File: src/rtl/sq_pkg.sv
package sq_pkg;
    // Per-slot command from the pointer control
    typedef struct packed {
        logic take;   // slot is claimed by a new store
        logic fill;   // slot receives its effective address
        logic free;   // slot is released after memory acknowledge
    } slot_cmd_t;
endpackage

File: src/rtl/sq_slot.sv
module sq_slot #(
    parameter int AW = 16,
    parameter int DW = 16,
    parameter int TW = 3
) (
    input  logic                clk,
    input  logic                rst_n,
    input  sq_pkg::slot_cmd_t   cmd_i,
    input  logic [TW-1:0]       alloc_tag_i,
    input  logic [DW-1:0]       alloc_data_i,
    input  logic [AW-1:0]       fill_addr_i,
    input  logic                bc_valid_i,
    input  logic [TW-1:0]       bc_tag_i,
    input  logic [DW-1:0]       bc_data_i,
    output logic                ready_o,
    output logic [AW-1:0]       addr_o,
    output logic [DW-1:0]       data_o
);
    typedef struct packed {
        logic          busy;
        logic          avld;
        logic [TW-1:0] tag;
        logic [AW-1:0] addr;
        logic [DW-1:0] data;
    } slot_t;

    slot_t s_q, s_d;

    always_comb begin
        s_d = s_q;
        if (cmd_i.free) begin
            s_d.busy = 1'b0;
            s_d.avld = 1'b0;
        end
        // capture a broadcast while waiting on a producer
        if (s_q.busy && (s_q.tag != '0) && bc_valid_i && (bc_tag_i == s_q.tag)) begin
            s_d.tag  = '0;
            s_d.data = bc_data_i;
        end
        if (cmd_i.fill && s_q.busy) begin
            s_d.avld = 1'b1;
            s_d.addr = fill_addr_i;
        end
        if (cmd_i.take) begin
            s_d.busy = 1'b1;
            s_d.avld = 1'b0;
            s_d.tag  = alloc_tag_i;
            s_d.data = alloc_data_i;
            // producer result passing on the bus in the claim cycle
            if ((alloc_tag_i != '0) && bc_valid_i && (bc_tag_i == alloc_tag_i)) begin
                s_d.tag  = '0;
                s_d.data = bc_data_i;
            end
        end
    end

    always_ff @(posedge clk) begin
        if (!rst_n) s_q <= '0;
        else        s_q <= s_d;
    end

    assign ready_o = s_q.busy && s_q.avld && (s_q.tag == '0);
    assign addr_o  = s_q.addr;
    assign data_o  = s_q.data;
endmodule

File: src/rtl/sq_ctrl.sv
module sq_ctrl #(
    parameter int DEPTH = 4,
    localparam int IW = $clog2(DEPTH),
    localparam int CW = IW + 1
) (
    input  logic               clk,
    input  logic               rst_n,
    input  logic               alloc_valid_i,
    input  logic               fill_valid_i,
    input  logic [IW-1:0]      fill_idx_i,
    input  logic               ack_i,
    input  logic               head_ready_i,
    output sq_pkg::slot_cmd_t  cmd_o [DEPTH],
    output logic               full_o,
    output logic [IW-1:0]      tail_o,
    output logic [IW-1:0]      head_o,
    output logic               req_o
);
    typedef struct packed {
        logic [IW-1:0] head;
        logic [IW-1:0] tail;
        logic [CW-1:0] count;
    } ptr_t;

    ptr_t p_q, p_d;
    logic take, pop;

    assign full_o = (p_q.count == CW'(DEPTH));
    assign take   = alloc_valid_i && !full_o;
    assign req_o  = head_ready_i;
    assign pop    = head_ready_i && ack_i;

    always_comb begin
        p_d = p_q;
        if (take) p_d.tail = p_q.tail + IW'(1);
        if (pop)  p_d.head = p_q.head + IW'(1);
        p_d.count = p_q.count + CW'(take) - CW'(pop);
    end

    always_ff @(posedge clk) begin
        if (!rst_n) p_q <= '0;
        else        p_q <= p_d;
    end

    for (genvar i = 0; i < DEPTH; i++) begin : g_cmd
        assign cmd_o[i].take = take && (p_q.tail == IW'(i));
        assign cmd_o[i].fill = fill_valid_i && (fill_idx_i == IW'(i));
        assign cmd_o[i].free = pop && (p_q.head == IW'(i));
    end

    assign tail_o = p_q.tail;
    assign head_o = p_q.head;
endmodule

File: src/rtl/sq_store_queue.sv
module sq_store_queue #(
    parameter int DEPTH = 4,
    parameter int AW    = 16,
    parameter int DW    = 16,
    parameter int TW    = 3,
    localparam int IW   = $clog2(DEPTH)
) (
    input  logic          clk,
    input  logic          rst_n,
    input  logic          alloc_valid_i,
    input  logic [TW-1:0] alloc_tag_i,
    input  logic [DW-1:0] alloc_data_i,
    output logic [IW-1:0] alloc_idx_o,
    output logic          full_o,
    input  logic          fill_valid_i,
    input  logic [IW-1:0] fill_idx_i,
    input  logic [AW-1:0] fill_addr_i,
    input  logic          bc_valid_i,
    input  logic [TW-1:0] bc_tag_i,
    input  logic [DW-1:0] bc_data_i,
    output logic          mem_req_o,
    output logic [AW-1:0] mem_addr_o,
    output logic [DW-1:0] mem_data_o,
    input  logic          mem_ack_i
);
    sq_pkg::slot_cmd_t cmd [DEPTH];
    logic              slot_ready [DEPTH];
    logic [AW-1:0]     slot_addr  [DEPTH];
    logic [DW-1:0]     slot_data  [DEPTH];
    logic [IW-1:0]     head_idx;

    sq_ctrl #(.DEPTH(DEPTH)) u_ctrl (
        .clk          (clk),
        .rst_n        (rst_n),
        .alloc_valid_i(alloc_valid_i),
        .fill_valid_i (fill_valid_i),
        .fill_idx_i   (fill_idx_i),
        .ack_i        (mem_ack_i),
        .head_ready_i (slot_ready[head_idx]),
        .cmd_o        (cmd),
        .full_o       (full_o),
        .tail_o       (alloc_idx_o),
        .head_o       (head_idx),
        .req_o        (mem_req_o)
    );

    for (genvar i = 0; i < DEPTH; i++) begin : g_slot
        sq_slot #(.AW(AW), .DW(DW), .TW(TW)) u_slot (
            .clk         (clk),
            .rst_n       (rst_n),
            .cmd_i       (cmd[i]),
            .alloc_tag_i (alloc_tag_i),
            .alloc_data_i(alloc_data_i),
            .fill_addr_i (fill_addr_i),
            .bc_valid_i  (bc_valid_i),
            .bc_tag_i    (bc_tag_i),
            .bc_data_i   (bc_data_i),
            .ready_o     (slot_ready[i]),
            .addr_o      (slot_addr[i]),
            .data_o      (slot_data[i])
        );
    end

    assign mem_addr_o = slot_addr[head_idx];
    assign mem_data_o = slot_data[head_idx];
endmodule

File: config.mk
export PLATFORM = sky130hd
export DESIGN_NAME = sq_store_queue
export DESIGN_NICKNAME = d
export VERILOG_FILES = /design/src/rtl/sq_pkg.sv /design/src/rtl/sq_slot.sv /design/src/rtl/sq_ctrl.sv /design/src/rtl/sq_store_queue.sv
export SDC_FILE = /design/constraint.sdc
export NUM_CORES = 1
export LEC_CHECK = 0
export BUFFER_PORTS_ARGS = -buffer_cell sky130_fd_sc_hd__clkbuf_2
export CAP_MARGIN = 20
export CORE_MARGIN = 2
export CORE_UTILIZATION = 58
export DETAILED_ROUTE_END_ITERATION = 6
export PLACE_DENSITY = 0.8
export SKIP_LAST_GASP = 1
export SLEW_MARGIN = 20
export SYNTH_ARGS = -nofsm -noshare
export SYNTH_HDL_FRONTEND = slang
export SYNTH_SLANG_ARGS = --single-unit
File: constraint.sdc
create_clock -name clk -period 3.1 [get_ports clk]
set_input_delay 0.465 -clock clk [delete_from_list [all_inputs] [get_ports clk]]
set_output_delay 0.465 -clock clk [all_outputs]
set_load 0.02 [all_outputs]
==> results of run 1 <==
==> how the worst min path moves through the flow <==
stage | from | to
after global placement | g_slot[1].u_slot.addr_o[9]$_SDFFE_PN0P_ | g_slot[1].u_slot.addr_o[9]$_SDFFE_PN0P_
after detailed placement | g_slot[1].u_slot.addr_o[1]$_SDFFE_PN0P_ | g_slot[1].u_slot.addr_o[1]$_SDFFE_PN0P_
after global routing | fill_addr_i[12] | g_slot[0].u_slot.addr_o[12]$_SDFFE_PN0P_
final | fill_addr_i[12] | g_slot[2].u_slot.addr_o[12]$_SDFFE_PN0P_
after floorplan | g_slot[1].u_slot.addr_o[0]$_SDFFE_PN0P_ | g_slot[1].u_slot.addr_o[0]$_SDFFE_PN0P_
after CTS | fill_addr_i[5] | g_slot[3].u_slot.addr_o[5]$_SDFFE_PN0P_
==> flip-flops by register name, indices dropped and copies added, names as in the netlist <==
signal and flops:
g_slot.u_slot.s_q 20, u_ctrl.p_q 3, u_ctrl.head_o 2, u_ctrl.tail_o 2
g_slot.u_slot.addr_o 64, g_slot.u_slot.data_o 64
==> per-stage QoR <==
| stage | area [um^2] | hold slack [ps] | power (mW) | cells | setup WS [ps] |
|---|---|---|---|---|---|
| after floorplan | 7840 | 440 | 2.83 | 829 | 288 |
| after global placement | 8310 | 447 | 3.05 | 1044 | 539 |
| after detailed placement | 8310 | 455 | 3.07 | 1044 | 511 |
| after CTS | 8930 | 305 | 5.26 | 1075 | 457 |
| after global routing | 8940 | 313 | 5.44 | 1076 | 272 |
| final | 8940 | 312 | 5.26 | 1076 | 462 |
==> worst min-delay path, delay by kind of cell <==
kind	cells	cell delay, ps
and+or+nand+nor	1	50
AOI/OAI and AO/OA	1	60
buffers and inverters	1	110
==> cells in the mapped netlist, types with 6 or more instances <==
master      n
and3_1     23
dfxtp_1   155
a21boi_0   84
xnor2_1    12
nand4_1    20
a31oi_1     8
buf_4      10
nand3_1    32
inv_1      11
nor2_1     19
o22ai_1    17
o31ai_1    32
o21ai_0     8
clkbuf_1   41
buf_2      14
ha_1       10
nand2_1   142
mux4_2     32
o221ai_1   16
a21oi_1    33
mux2i_1    48
and2_1      6
==> area by class of cell <==
type                    instances  area [um^2]  area share
clock inverters                12          171      0.0192
repair buffers                114          632      0.0707
flip-flops and latches        155         3110       0.347
clock buffers                  19          453      0.0507
well taps                     176          220      0.0246
multi-input cells             589         4320       0.483
inverters                      11         41.3     0.00462
==> cell usage in the layout (no fill, tap or decap), types with 6 or more instances in the layout <==
cell type / count
a21boi_0: 84
a21oi_1: 33
a31oi_1: 8
and2_1: 6
and3_1: 23
buf_4: 16
clkbuf_16: 17
clkbuf_2: 96
dfxtp_1: 153
ha_1: 10
inv_1: 11
mux2i_1: 48
mux4_2: 32
nand2_1: 142
nand3_1: 32
nand4_1: 20
nor2_1: 19
o21ai_0: 8
o221ai_1: 16
o22ai_1: 17
o31ai_1: 32
xnor2_1: 11
==> kinds of logic (layout without fill, tap and decap cells) <==
logic type	after synthesis	in the layout
xor+xnor	14	14
compound gates	220	220
buf+inv	85	156
mux	80	80
simple gates	264	264
fa+ha+maj	11	11
flops	155	155
==> per-layer routing <==
metal	share of wire	global-route usage	vias to the layer above	wire [um]
met4	0.012	0.0916	0	235
li1	-	-	3149	-
met1	0.41	0.362	3210	8280
met5	0	0	-	0
met3	0.083	0.0736	22	1700
met2	0.50	0.491	279	10200
==> where the power goes <==
| group | total (mW) | leakage, nW | switching, mW | internal, mW |
|---|---|---|---|---|
| sequential | 2.21 | 1.26 | 0.0829 | 2.13 |
| combinational | 0.835 | 1.93 | 0.507 | 0.328 |
| clock | 2.21 | 0.301 | 0.830 | 1.38 |
| total | 5.26 | 3.49 | 1.42 | 3.84 |
==> metrics.cfg, run 1 <==
[status]
status = finished clean

[floorplanning]
rows = 42
dieArea_mm2 = 0.0145
coreArea_mm2 = 0.0132
die-height_um = 120
die_x_um = 120
pin_count = 98
start_util = 0.592

[cts]
cts_buffer_depth = 2
clock-sinks = 155
insertion_delay_ps = 430
postCtsSetupBuffers = 0
ctsResizeCount = 0
hold_buffers = 0
clk_pin_slew_ps = 60
cts_tree = done
clock-root-buffer = clkbuf_16
htree_levels = 4
numCtsBuffers = 17

[cells_and_area]
fin_nets = 961
fin_util = 0.675
drive_above_1_share = 0.211
diodes = 0
fillers = 1087
areaGrowthSynthToFinish_pct = 14.1

[worst_setup_path]
cp.depth = 3
path_max_fanout = 35
r2r-end = u_ctrl.p_q[2]$_SDFF_PN0_
crit_end = mem_data_o[2]
critPathArrivalTime_ps = 2170
crit_buf_inv = 2
cp_slowest_cell = mux4_2
r2r_cells = 11
crit_type = reg2out
crit_start = u_ctrl.head_o[0]$_SDFFE_PN0P_
r2r_setup_slack_ps = 480
crit_family = buffers and inverters
cp.required_ps = 2630
crit_path_end_kind = output pin
cp-start-kind = flip-flop
reg2reg_from = g_slot[2].u_slot.s_q[34]$_SDFFE_PN0P_
slowest_delay_ps = 620
worstPathCellList = buf_4 > mux4_2 > clkbuf_2

[detailed_routing]
drt-wirelength-per-cell_um = 19.0
routed_wirelength_um = 20400
viasPerCell = 6.19
drtAntennaViolNets = 0
drt_pass1_iterations = 5
drcViolationCount = 0
drtIter0Drc = 501
num_vias = 6660

[sta]
tightest_slew_ps = 822
final_max_slew_viol_count = 0
max_freq_mhz = 379
hold_viol_final = 0
min_period_ps = 2640
fin_tns_setup_ps = 0
rsz0062_at_grt = false
skew_ps = 4.73
finalCritPeriodShare = 0.851
setup_viol = 0
slew_headroom = 0.451

[synthesis]
synth_top_family_by_area = compound AO/OA/AOI/OAI gates
ys_top_cells_by_area = dfxtp_1, mux4_2, a21boi_0
muxShareOfSynthArea = 0.153
synth_area_mm2 = 0.00784
synth_edf_count = 0
yosysTopAreaCellShare = 0.396
synth_compound_area_frac = 0.201
synth_fa_ha_area_frac = 0.0185
synth_area_leader_cell = dfxtp_1
synth_area_per_cell_um2 = 9.45
ys_seq_area_frac = 0.396
synth_async_sr_flop_share = 0
synth_fp_nets = 902
netlist_instances = 829
synthFlopType = dfxtp_1
synth-seq-cells = 155
synthSimpleGateAreaFrac = 0.160
synth-xor-area-share = 0.0156
synth_cell_types = 54
synth_warnings = 0

[power_and_ir_drop]
peakVddDrop_uv = 529
p_leak_nw = 3.49
powerDensity_mw_per_mm2 = 588

[global_routing]
antenna_found_initial = 0
grt_max_degree = 62
grt-ovfl-total = 0
grtUsageTotal = 0.289
grt_pass1_vias = 6362
grt_pass1_wl_um = 32800

[worst_hold_path]
min_path_type = in2reg
hold_depth = 3

[place]
io_buffers = 97
dp_hpwl_um = 12200
gp_congestion = 0.855

[job]
maxCapViolCount = 0

Note: power is estimated with default switching activity, not from simulation.
==> run 2, diff against run 1 <==
CTS_BUF_LIST = sky130_fd_sc_hd__clkbuf_16   (was not set)
HOLD_SLACK_MARGIN = 0.06   (was not set)
==> run 2 against run 1 <==
Clock power shrank 3%. Hold slack got worse by 1.8 ps. Flip-flop and latch count is the same. Design area decreased by 0.22%. Critical path type unchanged.
==> metrics.cfg, run 2 (synthesis results as in run 1) <==
[cells_and_area]
layout_common_cells = dfxtp_1, nand2_1, clkbuf_2, a21boi_0, mux2i_1
fillers = 1090
final_common_cell = dfxtp_1
diodes = 0
fin_nets = 961
finalNonFillerCells = 1076
areaGrowthSynthToFinish_pct = 13.9
drive_above_1_share = 0.209

[power_and_ir_drop]
peakVddDrop_uv = 529
power.share.clock = 0.414
power.internal_mw = 3.79
powerDensity_mw_per_mm2 = 583
power_frac_seq = 0.425
power.share.switching = 0.272
p_leak_nw = 3.48
comb_power_share = 0.160
p_sw_mw = 1.41

[global_routing]
antenna_found_initial = 0
grt_pass1_wl_um = 32500
grtUsageTotal = 0.287
grt_pass1_vias = 6305
grt-ovfl-total = 0
grt_max_degree = 62

[detailed_routing]
drtAntennaViolNets = 0
drtIter0Drc = 501
num_vias = 6680
drcViolationCount = 0
drt_pass1_iterations = 5
viasPerCell = 6.21
drt-wirelength-per-cell_um = 18.9
routed_wirelength_um = 20300

[cts]
clock-sinks = 155
cts_buffer_depth = 2
clk_pin_slew_ps = 60
htree_levels = 4
ctsResizeCount = 0
clock-root-buffer = clkbuf_16
cts_tree = done
numCtsBuffers = 17
insertion_delay_ps = 430
postCtsSetupBuffers = 0
hold_buffers = 0

[floorplanning]
die_x_um = 120
start_util = 0.592
pin_count = 98
dieArea_mm2 = 0.0145
die-height_um = 120
rows = 42
coreArea_mm2 = 0.0132

[sta]
min_period_ps = 2640
tightest_slew_ps = 832
fin_tns_setup_ps = 0
max_freq_mhz = 379
slew_headroom = 0.444
final_max_slew_viol_count = 0
hold_viol_final = 0
rsz0062_at_grt = false
setup_viol = 0
finalCritPeriodShare = 0.851
skew_ps = 5.98

[worst_setup_path]
r2r_setup_slack_ps = 480
crit_family = buffers and inverters
cp.required_ps = 2630
path_max_fanout = 35
reg2reg_from = g_slot[2].u_slot.s_q[34]$_SDFFE_PN0P_
r2r-end = u_ctrl.p_q[2]$_SDFF_PN0_
cp-start-kind = flip-flop
cp_slowest_cell = mux4_2
critPathArrivalTime_ps = 2170
crit_type = reg2out
r2r_cells = 11
crit_path_end_kind = output pin
worstPathCellList = buf_4 > mux4_2 > clkbuf_2
slowest_delay_ps = 620
crit_buf_inv = 2

[worst_hold_path]
hold_end = g_slot[2].u_slot.addr_o[12]$_SDFFE_PN0P_
hold_depth = 3
worstHoldStart = fill_addr_i[12]
min_path_type = in2reg

[place]
dp_hpwl_um = 12200
place_inst = 1044
io_buffers = 97
gp_congestion = 0.855

[status]
status = finished clean

[job]
maxCapViolCount = 0

run 2: cell count changes in the layout (fill, tap and decap cells not counted):
cell | previous run | this run
clkinv_1 | 0 | 2
clkbuf_8 | 2 | 0
run 2: worst max-delay path by stage:
stage                                                     start                       end  slack [ps]  cells past startpoint
final                             u_ctrl.head_o[0]$_SDFFE_PN0P_             mem_data_o[9]         460                      3
after global routing      g_slot[2].u_slot.s_q[34]$_SDFFE_PN0P_  u_ctrl.p_q[2]$_SDFF_PN0_         270                     11
after CTS                         u_ctrl.head_o[1]$_SDFFE_PN0P_            mem_data_o[15]         460                      3
after detailed placement          u_ctrl.head_o[0]$_SDFFE_PN0P_  u_ctrl.p_q[2]$_SDFF_PN0_         510                     11
after global placement            u_ctrl.head_o[0]$_SDFFE_PN0P_  u_ctrl.p_q[2]$_SDFF_PN0_         540                     11
after floorplan                   u_ctrl.head_o[0]$_SDFFE_PN0P_  u_ctrl.p_q[2]$_SDFF_PN0_         290                     13
run 2: worst register-to-register path, stage by stage (launching register included):
cell and delay (ps):
dfxtp_1 340, nor4_1 330, nand3_1 180, a311oi_2 330
ha_1 280, inv_1 50, ha_1 140, inv_1 50
fa_1 400, xnor2_1 150, xnor2_1 120, and2_1 150
run 2: metrics by stage:
stage | hold WS [ps] | util | setup slack [ps] | total power [mW] | cell area [um^2]
after floorplan | 440 | - | 288 | 2.83 | 7840
after global placement | 447 | 0.627 | 539 | 3.05 | 8310
after detailed placement | 455 | 0.627 | 511 | 3.07 | 8310
after CTS | 305 | 0.673 | 457 | 5.20 | 8910
after global routing | 313 | 0.674 | 273 | 5.39 | 8920
final | 310 | 0.674 | 461 | 5.20 | 8920
run 2: layer usage:
metal | vias to the layer above | track usage | routed length [um]
met5 | - | 0 | 0
met4 | 0 | 0.0901 | 296
met3 | 28 | 0.0750 | 1480
met2 | 235 | 0.477 | 10000
met1 | 3261 | 0.366 | 8510
li1 | 3156 | - | -
run 2: power groups by stage:
stage | Combinational [mW] | Sequential (mW) | Clock, mW
after floorplan | 0.601 | 2.23 | 0
after global placement | 0.807 | 2.25 | 0
after detailed placement | 0.820 | 2.25 | 0
after CTS | 0.828 | 2.21 | 2.17
after global routing | 0.907 | 2.22 | 2.26
final | 0.834 | 2.21 | 2.15
run 2: final cells by class:
class / count / area, um^2 / share of cell area
multi-input cells: 589 / 4320 / 0.484
flip-flops and latches: 155 / 3110 / 0.348
repair buffers: 114 / 632 / 0.0708
clock buffers: 17 / 425 / 0.0477
well taps: 176 / 220 / 0.0247
clock inverters: 14 / 179 / 0.0201
inverters: 11 / 41.3 / 0.00463
